**src/rtl/scap_pkg.sv**
```systemverilog
// Shared types for the strobed capture unit.
package scap_pkg;
    localparam int WORD_W = 32;
    localparam int LANES  = WORD_W / 8;

    // Sample width selection; 2'b11 is treated as 32-bit.
    typedef enum logic [1:0] {
        WID_8  = 2'b00,
        WID_16 = 2'b01,
        WID_32 = 2'b10
    } width_e;

    typedef enum logic [1:0] {
        ST_IDLE  = 2'b00,
        ST_ARMED = 2'b01,
        ST_RUN   = 2'b10
    } cap_state_e;
endpackage

```
**src/rtl/scap_ctrl.sv**
```systemverilog
// Capture sequencer: idle / armed / running, plus strobe edge detection.
// Assumes the strobe and the trigger are synchronous to clk.
// A start pulse wins over a stop pulse given in the same cycle.
module scap_ctrl
    import scap_pkg::*;
(
    input  logic clk,
    input  logic rst_n,
    input  logic start,
    input  logic stop,
    input  logic wait_trig,
    input  logic trig,
    input  logic strobe,
    output logic running,
    output logic armed,
    output logic take,
    output logic flush
);
    cap_state_e state;
    logic       strobe_q;

    // Sequencer state register.
    always_ff @(posedge clk) begin
        if (!rst_n) begin
            state <= ST_IDLE;
        end else if (start) begin
            state <= wait_trig ? ST_ARMED : ST_RUN;
        end else if (stop) begin
            state <= ST_IDLE;
        end else if (state == ST_ARMED && trig) begin
            state <= ST_RUN;
        end
    end

    // Previous strobe level, used for rising-edge detection.
    always_ff @(posedge clk) begin
        if (!rst_n) strobe_q <= 1'b0;
        else        strobe_q <= strobe;
    end

    // Decoded state and the sample and flush qualifiers.
    always_comb begin
        running = (state == ST_RUN);
        armed   = (state == ST_ARMED);
        take    = running && strobe && !strobe_q && !start && !stop;
        flush   = stop && !start;
    end

    a_r2_nowait_runs: assert property (@(posedge clk) disable iff (!rst_n)
        (start && !wait_trig) |=> running);
    a_r3_armed_waits: assert property (@(posedge clk) disable iff (!rst_n)
        (start && wait_trig) |=> (armed && !running));
    a_r3_trigger_runs: assert property (@(posedge clk) disable iff (!rst_n)
        (armed && trig && !start && !stop) |=> running);
    a_r8_stop_idles: assert property (@(posedge clk) disable iff (!rst_n)
        (stop && !start) |=> (!running && !armed));
endmodule

```
**src/rtl/scap_packer.sv**
```systemverilog
// Packs narrow samples little-endian into 32-bit words.
// Emits a registered word one cycle after the sample that completes it, or
// after a flush when a partial word is held (unfilled lanes are zero).
// Assumes the width setting is stable while samples arrive.
module scap_packer
    import scap_pkg::*;
(
    input  logic              clk,
    input  logic              rst_n,
    input  logic              clr,
    input  logic              take,
    input  logic              flush,
    input  logic [1:0]        width,
    input  logic [WORD_W-1:0] din,
    output logic              word_vld,
    output logic [WORD_W-1:0] word
);
    localparam int SW = $clog2(LANES);

    logic [WORD_W-1:0] acc;
    logic [WORD_W-1:0] merged;
    logic [SW-1:0]     slot;
    logic [SW-1:0]     slot_nxt;
    logic              last;
    logic              wide;
    logic              half;

    assign wide = width[1];
    assign half = (width == WID_16);

    // Per-lane byte source: new sample data for lanes this sample covers.
    for (genvar b = 0; b < LANES; b++) begin : g_lane
        logic [7:0] byte_v;
        // Choose this lane's byte from the accumulator or the incoming sample.
        always_comb begin
            byte_v = acc[b*8 +: 8];
            if (wide) begin
                byte_v = din[b*8 +: 8];
            end else if (half) begin
                if (slot == SW'(b & 2)) byte_v = din[(b % 2)*8 +: 8];
            end else begin
                if (slot == SW'(b)) byte_v = din[7:0];
            end
        end
        assign merged[b*8 +: 8] = byte_v;
    end

    // Next slot and word-complete detection for the selected width.
    always_comb begin
        if (wide) begin
            last     = 1'b1;
            slot_nxt = '0;
        end else if (half) begin
            last     = slot[1];
            slot_nxt = slot + SW'(2);
        end else begin
            last     = (slot == SW'(LANES-1));
            slot_nxt = slot + SW'(1);
        end
    end

    // Accumulator, slot pointer and word output register.
    always_ff @(posedge clk) begin
        if (!rst_n || clr) begin
            acc      <= '0;
            slot     <= '0;
            word_vld <= 1'b0;
            word     <= '0;
        end else begin
            word_vld <= 1'b0;
            if (take) begin
                if (last) begin
                    word     <= merged;
                    word_vld <= 1'b1;
                    acc      <= '0;
                    slot     <= '0;
                end else begin
                    acc  <= merged;
                    slot <= slot_nxt;
                end
            end else if (flush && slot != '0) begin
                word     <= acc;
                word_vld <= 1'b1;
                acc      <= '0;
                slot     <= '0;
            end
        end
    end

    a_r5_wide_emits: assert property (@(posedge clk) disable iff (!rst_n)
        (take && wide && !clr) |=> word_vld);
    a_r8_flush_empties: assert property (@(posedge clk) disable iff (!rst_n)
        (flush && !take && !clr) |=> (slot == '0));
    a_r4_idle_no_word: assert property (@(posedge clk) disable iff (!rst_n)
        (!take && !flush) |=> !word_vld);
endmodule

```
**src/rtl/scap_fifo.sv**
```systemverilog
// Capture FIFO with a first-word-fall-through read side, almost-full
// indication and a sticky overrun flag set by a push while full.
// A push while full is dropped; clr empties the FIFO and clears the flag.
module scap_fifo
    import scap_pkg::*;
#(
    parameter int DEPTH     = 64,
    parameter int AF_MARGIN = 4
) (
    input  logic              clk,
    input  logic              rst_n,
    input  logic              clr,
    input  logic              push,
    input  logic [WORD_W-1:0] wdata,
    input  logic              pop,
    input  logic              ovr_clr,
    output logic [WORD_W-1:0] rdata,
    output logic              not_empty,
    output logic              below_af,
    output logic              ovr
);
    localparam int PW       = (DEPTH > 1) ? $clog2(DEPTH) : 1;
    localparam int CW       = $clog2(DEPTH + 1);
    localparam int AF_LEVEL = DEPTH - AF_MARGIN;

    logic [WORD_W-1:0] mem [DEPTH];
    logic [PW-1:0]     wr_ptr;
    logic [PW-1:0]     rd_ptr;
    logic [CW-1:0]     count;
    logic              full;
    logic              do_push;
    logic              do_pop;
    logic              drop;

    // Occupancy decode and the accepted push and pop.
    always_comb begin
        full      = (count == CW'(DEPTH));
        not_empty = (count != '0);
        below_af  = (count < CW'(AF_LEVEL));
        do_push   = push && !full;
        drop      = push && full;
        do_pop    = pop && not_empty;
        rdata     = mem[rd_ptr];
    end

    // Storage array write.
    always_ff @(posedge clk) begin
        if (do_push && !clr) mem[wr_ptr] <= wdata;
    end

    // Pointers and occupancy count.
    always_ff @(posedge clk) begin
        if (!rst_n || clr) begin
            wr_ptr <= '0;
            rd_ptr <= '0;
            count  <= '0;
        end else begin
            if (do_push) wr_ptr <= (wr_ptr == PW'(DEPTH-1)) ? '0 : wr_ptr + PW'(1);
            if (do_pop)  rd_ptr <= (rd_ptr == PW'(DEPTH-1)) ? '0 : rd_ptr + PW'(1);
            if (do_push && !do_pop)      count <= count + CW'(1);
            else if (do_pop && !do_push) count <= count - CW'(1);
        end
    end

    // Sticky overrun flag; setting wins over the software clear.
    always_ff @(posedge clk) begin
        if (!rst_n || clr) ovr <= 1'b0;
        else if (drop)     ovr <= 1'b1;
        else if (ovr_clr)  ovr <= 1'b0;
    end

    a_r10_full_holds: assert property (@(posedge clk) disable iff (!rst_n)
        (full && !pop && !clr) |=> full);
    a_r10_drop_flags: assert property (@(posedge clk) disable iff (!rst_n)
        (push && full && !clr) |=> ovr);
    a_r11_flag_sticky: assert property (@(posedge clk) disable iff (!rst_n)
        (ovr && !ovr_clr && !clr) |=> ovr);
    a_r11_start_clears: assert property (@(posedge clk) disable iff (!rst_n)
        clr |=> (!not_empty && !ovr));
    a_r12_pop_shrinks: assert property (@(posedge clk) disable iff (!rst_n)
        (pop && not_empty && !push && !clr) |=> (count == $past(count) - CW'(1)));
endmodule

```
**src/rtl/strobe_capture_top.sv**
```systemverilog
// Strobed digital input capture unit: sequencer, packer and FIFO.
// The acknowledge output is high while capture runs and the FIFO is below
// its almost-full threshold. Inputs are assumed synchronous to clk.
module strobe_capture_top
    import scap_pkg::*;
#(
    parameter int DEPTH     = 64,
    parameter int AF_MARGIN = 4
) (
    input  logic              clk,
    input  logic              rst_n,
    input  logic [1:0]        cfg_width,
    input  logic              cfg_wait_trig,
    input  logic              cap_start,
    input  logic              cap_stop,
    input  logic              ext_trig,
    input  logic              ext_strobe,
    input  logic [WORD_W-1:0] ext_data,
    output logic              ext_ack,
    input  logic              ovr_clr,
    output logic              ovr_flag,
    input  logic              rd_en,
    output logic [WORD_W-1:0] rd_data,
    output logic              rd_valid
);
    logic              running;
    logic              armed;
    logic              take;
    logic              flush;
    logic              word_vld;
    logic [WORD_W-1:0] word;
    logic              below_af;

    scap_ctrl u_ctrl (
        .clk       (clk),
        .rst_n     (rst_n),
        .start     (cap_start),
        .stop      (cap_stop),
        .wait_trig (cfg_wait_trig),
        .trig      (ext_trig),
        .strobe    (ext_strobe),
        .running   (running),
        .armed     (armed),
        .take      (take),
        .flush     (flush)
    );

    scap_packer u_pack (
        .clk      (clk),
        .rst_n    (rst_n),
        .clr      (cap_start),
        .take     (take),
        .flush    (flush),
        .width    (cfg_width),
        .din      (ext_data),
        .word_vld (word_vld),
        .word     (word)
    );

    scap_fifo #(.DEPTH(DEPTH), .AF_MARGIN(AF_MARGIN)) u_fifo (
        .clk       (clk),
        .rst_n     (rst_n),
        .clr       (cap_start),
        .push      (word_vld),
        .wdata     (word),
        .pop       (rd_en),
        .ovr_clr   (ovr_clr),
        .rdata     (rd_data),
        .not_empty (rd_valid),
        .below_af  (below_af),
        .ovr       (ovr_flag)
    );

    // Flow-control acknowledge toward the external source.
    assign ext_ack = running && below_af;

    a_r3_no_ack_armed: assert property (@(posedge clk) disable iff (!rst_n)
        armed |-> !ext_ack);
    a_r9_ack_drops_full: assert property (@(posedge clk) disable iff (!rst_n)
        !below_af |-> !ext_ack);
    a_r1_quiet_after_reset: assert property (@(posedge clk)
        $past(!rst_n) |-> (!ext_ack && !ovr_flag && !rd_valid));
endmodule

```
**config.mk**
```make
export PLATFORM = sky130hd
export DESIGN_NAME = strobe_capture_top
export DESIGN_NICKNAME = d
export VERILOG_FILES = /design/src/rtl/scap_pkg.sv /design/src/rtl/scap_ctrl.sv /design/src/rtl/scap_packer.sv /design/src/rtl/scap_fifo.sv /design/src/rtl/strobe_capture_top.sv
export SDC_FILE = /design/constraint.sdc
export NUM_CORES = 2
export LEC_CHECK = 0
export BUFFER_PORTS_ARGS = -buffer_cell sky130_fd_sc_hd__buf_2
export CAP_MARGIN = 20
export CORE_UTILIZATION = 47
export CTS_CLUSTER_SIZE = 40
export DETAILED_ROUTE_END_ITERATION = 8
export SETUP_SLACK_MARGIN = 0.5
export SLEW_MARGIN = 15
export SYNTH_ARGS = -nofsm -noshare
export SYNTH_HDL_FRONTEND = slang
export SYNTH_HIERARCHICAL = 1
export SYNTH_SLANG_ARGS = --single-unit
```
**constraint.sdc**
```tcl
create_clock -name clk -period 9.43 [get_ports clk]
set_input_delay 0.4715 -clock clk [delete_from_list [all_inputs] [get_ports clk]]
set_output_delay 0.4715 -clock clk [all_outputs]
set_load 0.02 [all_outputs]
```
==> results.yml <==
outcome:
  status: "finished clean"
floorplan:
  die_area_um2: 178000
  num_rows: 153
  die_h_um: 422
  start_util: 0.475
  core_um2: 175000
  die_w_um: 422
  io_pins: 78
timing:
  fin_skew_ns: 0.0243
  report.final.slew_viol_count: 0
  fmax_mhz: 181
  fin_crit_sh: 0.587
  slew_headroom: 0.185
  fin_crit_ns: 5.54
  hold_viol_final: 0
  tightest_slew_ns: 1.22
  final.setup.tns_ns: 0
  rsz0062_at_grt: "false"
  finalSetupViolCount: 0
setup_path:
  criticalPathCategory: "reg -> out"
  path_max_fanout: 30
  worstPathArrival_ns: 5.06
  end_kind: "output pin"
  worstSetupStartpointType: "flip-flop"
  crit_required_ns: 8.96
global_route:
  grtUsageTotal: 0.256
  grt_overflow: 0
  grt_pass1_vias: 41700
  antenna_found_initial: 10
  grt_first_pass_wirelength_um: 321000
  grt_max_degree: 112
synthesis:
  ys_warn_count: 6
  syn_inst: 3961
  mappedNetlistArea_um2: 82900
  syn_area_per_cell_um2: 20.9
  syn_nets: 4020
finish:
  nFillCells: 13500
  drive_gt1_frac: 0.271
  area_growth_pct: 13.1
  nets: 4236
  final_cell_mix: "edfxtp_1 (2048), mux4_2 (502), clkbuf_16 (210), buf_4 (141), a21oi_1 (115)"
  final_area_um2: 93800
  final_common_cell: "edfxtp_1"
route:
  drtIter0Drc: 5539
  drtAntennaViolNets: 0
  viasPerCell: 6.33
  firstDrtPassIters: 5
  route.detailed.drc: 0
  routed_wl_um: 227000
  routed-via-count: 42300
  wl_per_cell_um: 34.0
clock_tree:
  h-tree-depth: 4
  cts_setup_buffers: 0
  cts_made_buffers: 208
  cts.sinks: 2144
  clkTransAtPathRegs_ns: 0.06
  cts_tree: "built"
  cts_root_buf: "clkbuf_16"
  insertion_delay_ns: 0.85
  clock_tree.buffer_depth: 3
placement:
  dpl_cell_area_um2: 86800
  dp_hpwl_um: 128000
  place_congestion: 0.828
  port_buffers: 77
power:
  cellLeakagePower_uw: 0.0271
  power_density_nw_per_um2: 223
  p_total_uw: 20900
  ir_worst_vdd_mv: 0.176
run:
  max-cap-violations: 0
hold_path:
  hold_path.class: "in -> reg"
## power by group
group | total (uW) | internal [uW] | switching, uW
Clock | 8380 | 4800 | 3580
Combinational | 2190 | 1030 | 1150
Sequential | 10300 | 10300 | 36.2
Total | 20900 | 16100 | 4770
## repair_timing
action | CTS | global route
hold buffers | 16 | 0
hold endpoints to repair | 21 | 0
resized for setup | 0 | 0
## worst paths after layout
| check | slack [ns] | depth (start not counted) | to | startpoint |
|---|---|---|---|---|
| setup / recovery | 3.89 | 7 | rd_data[24] | flip-flop |
| hold / removal | 0.05 | 4 | u_pack/word[17]$_SDFFE_PP0P_ | ext_data[17] |
| setup reg to reg | 5.53 | 6 | u_fifo/mem[27][13]$_DFFE_PP_ | u_fifo/count[0]$_SDFFE_PP0P_ |
| hold reg to reg | 0.45 | 0 | u_fifo/mem[38][17]$_DFFE_PP_ | u_pack/word[17]$_SDFFE_PP0P_ |
## layer usage
| layer | global-route usage | routed length [um] | up-vias |
|---|---|---|---|
| met5 | 0 | 13 | - |
| met4 | 0.0743 | 6470 | 2 |
| met3 | 0.0455 | 20200 | 336 |
| met2 | 0.400 | 108000 | 2093 |
| met1 | 0.371 | 92900 | 22800 |
| li1 | - | - | 17100 |
## state kept, by name (all words and copies together) (netlist names), named ones only
name	flops
u_fifo/mem	2048
u_pack/acc	32
u_pack/word	32
u_fifo/count	7
u_fifo/rd_ptr	6
u_fifo/wr_ptr	6
u_ctrl/state	2
u_pack/slot	2
u_ctrl/strobe_q	1
u_fifo/ovr	1
u_pack/word_vld	1
## worst max-delay path: stages, from the launching register on
cell      delay [ns]
dfxtp_4         0.81
buf_4           0.45
nand2b_1        0.66
o22ai_1         0.20
nor3_1          0.96
nor2_1          0.20
a221oi_1        0.59
buf_2           0.28
## metrics by stage
step | hold slack [ns] | utilization | std cells | worst slack, ns
floorplan | 0.436 | - | 3961 | 6.13
global placement | 0.433 | 0.497 | 6275 | 4.79
detailed placement | 0.436 | 0.497 | 6276 | 4.80
CTS | 0.00349 | 0.537 | 6684 | 3.89
global route | 0.0573 | 0.537 | 6684 | 3.65
finish | 0.0545 | 0.537 | 6686 | 3.89
## cell type report
cell class                 count  area (um2)  share of cell area
antenna                        2        5.00           0.0000534
clock buffer                 247        5400              0.0576
clock inverter               145        1420              0.0151
inverter                      24        90.1            0.000960
multi-input combinational   1556       18700               0.199
sequential                  2144       63500               0.677
tap                         2325        2910              0.0310
timing repair buffer         243        1780              0.0190
No activity file was read; power rests on OpenSTA's default activity.
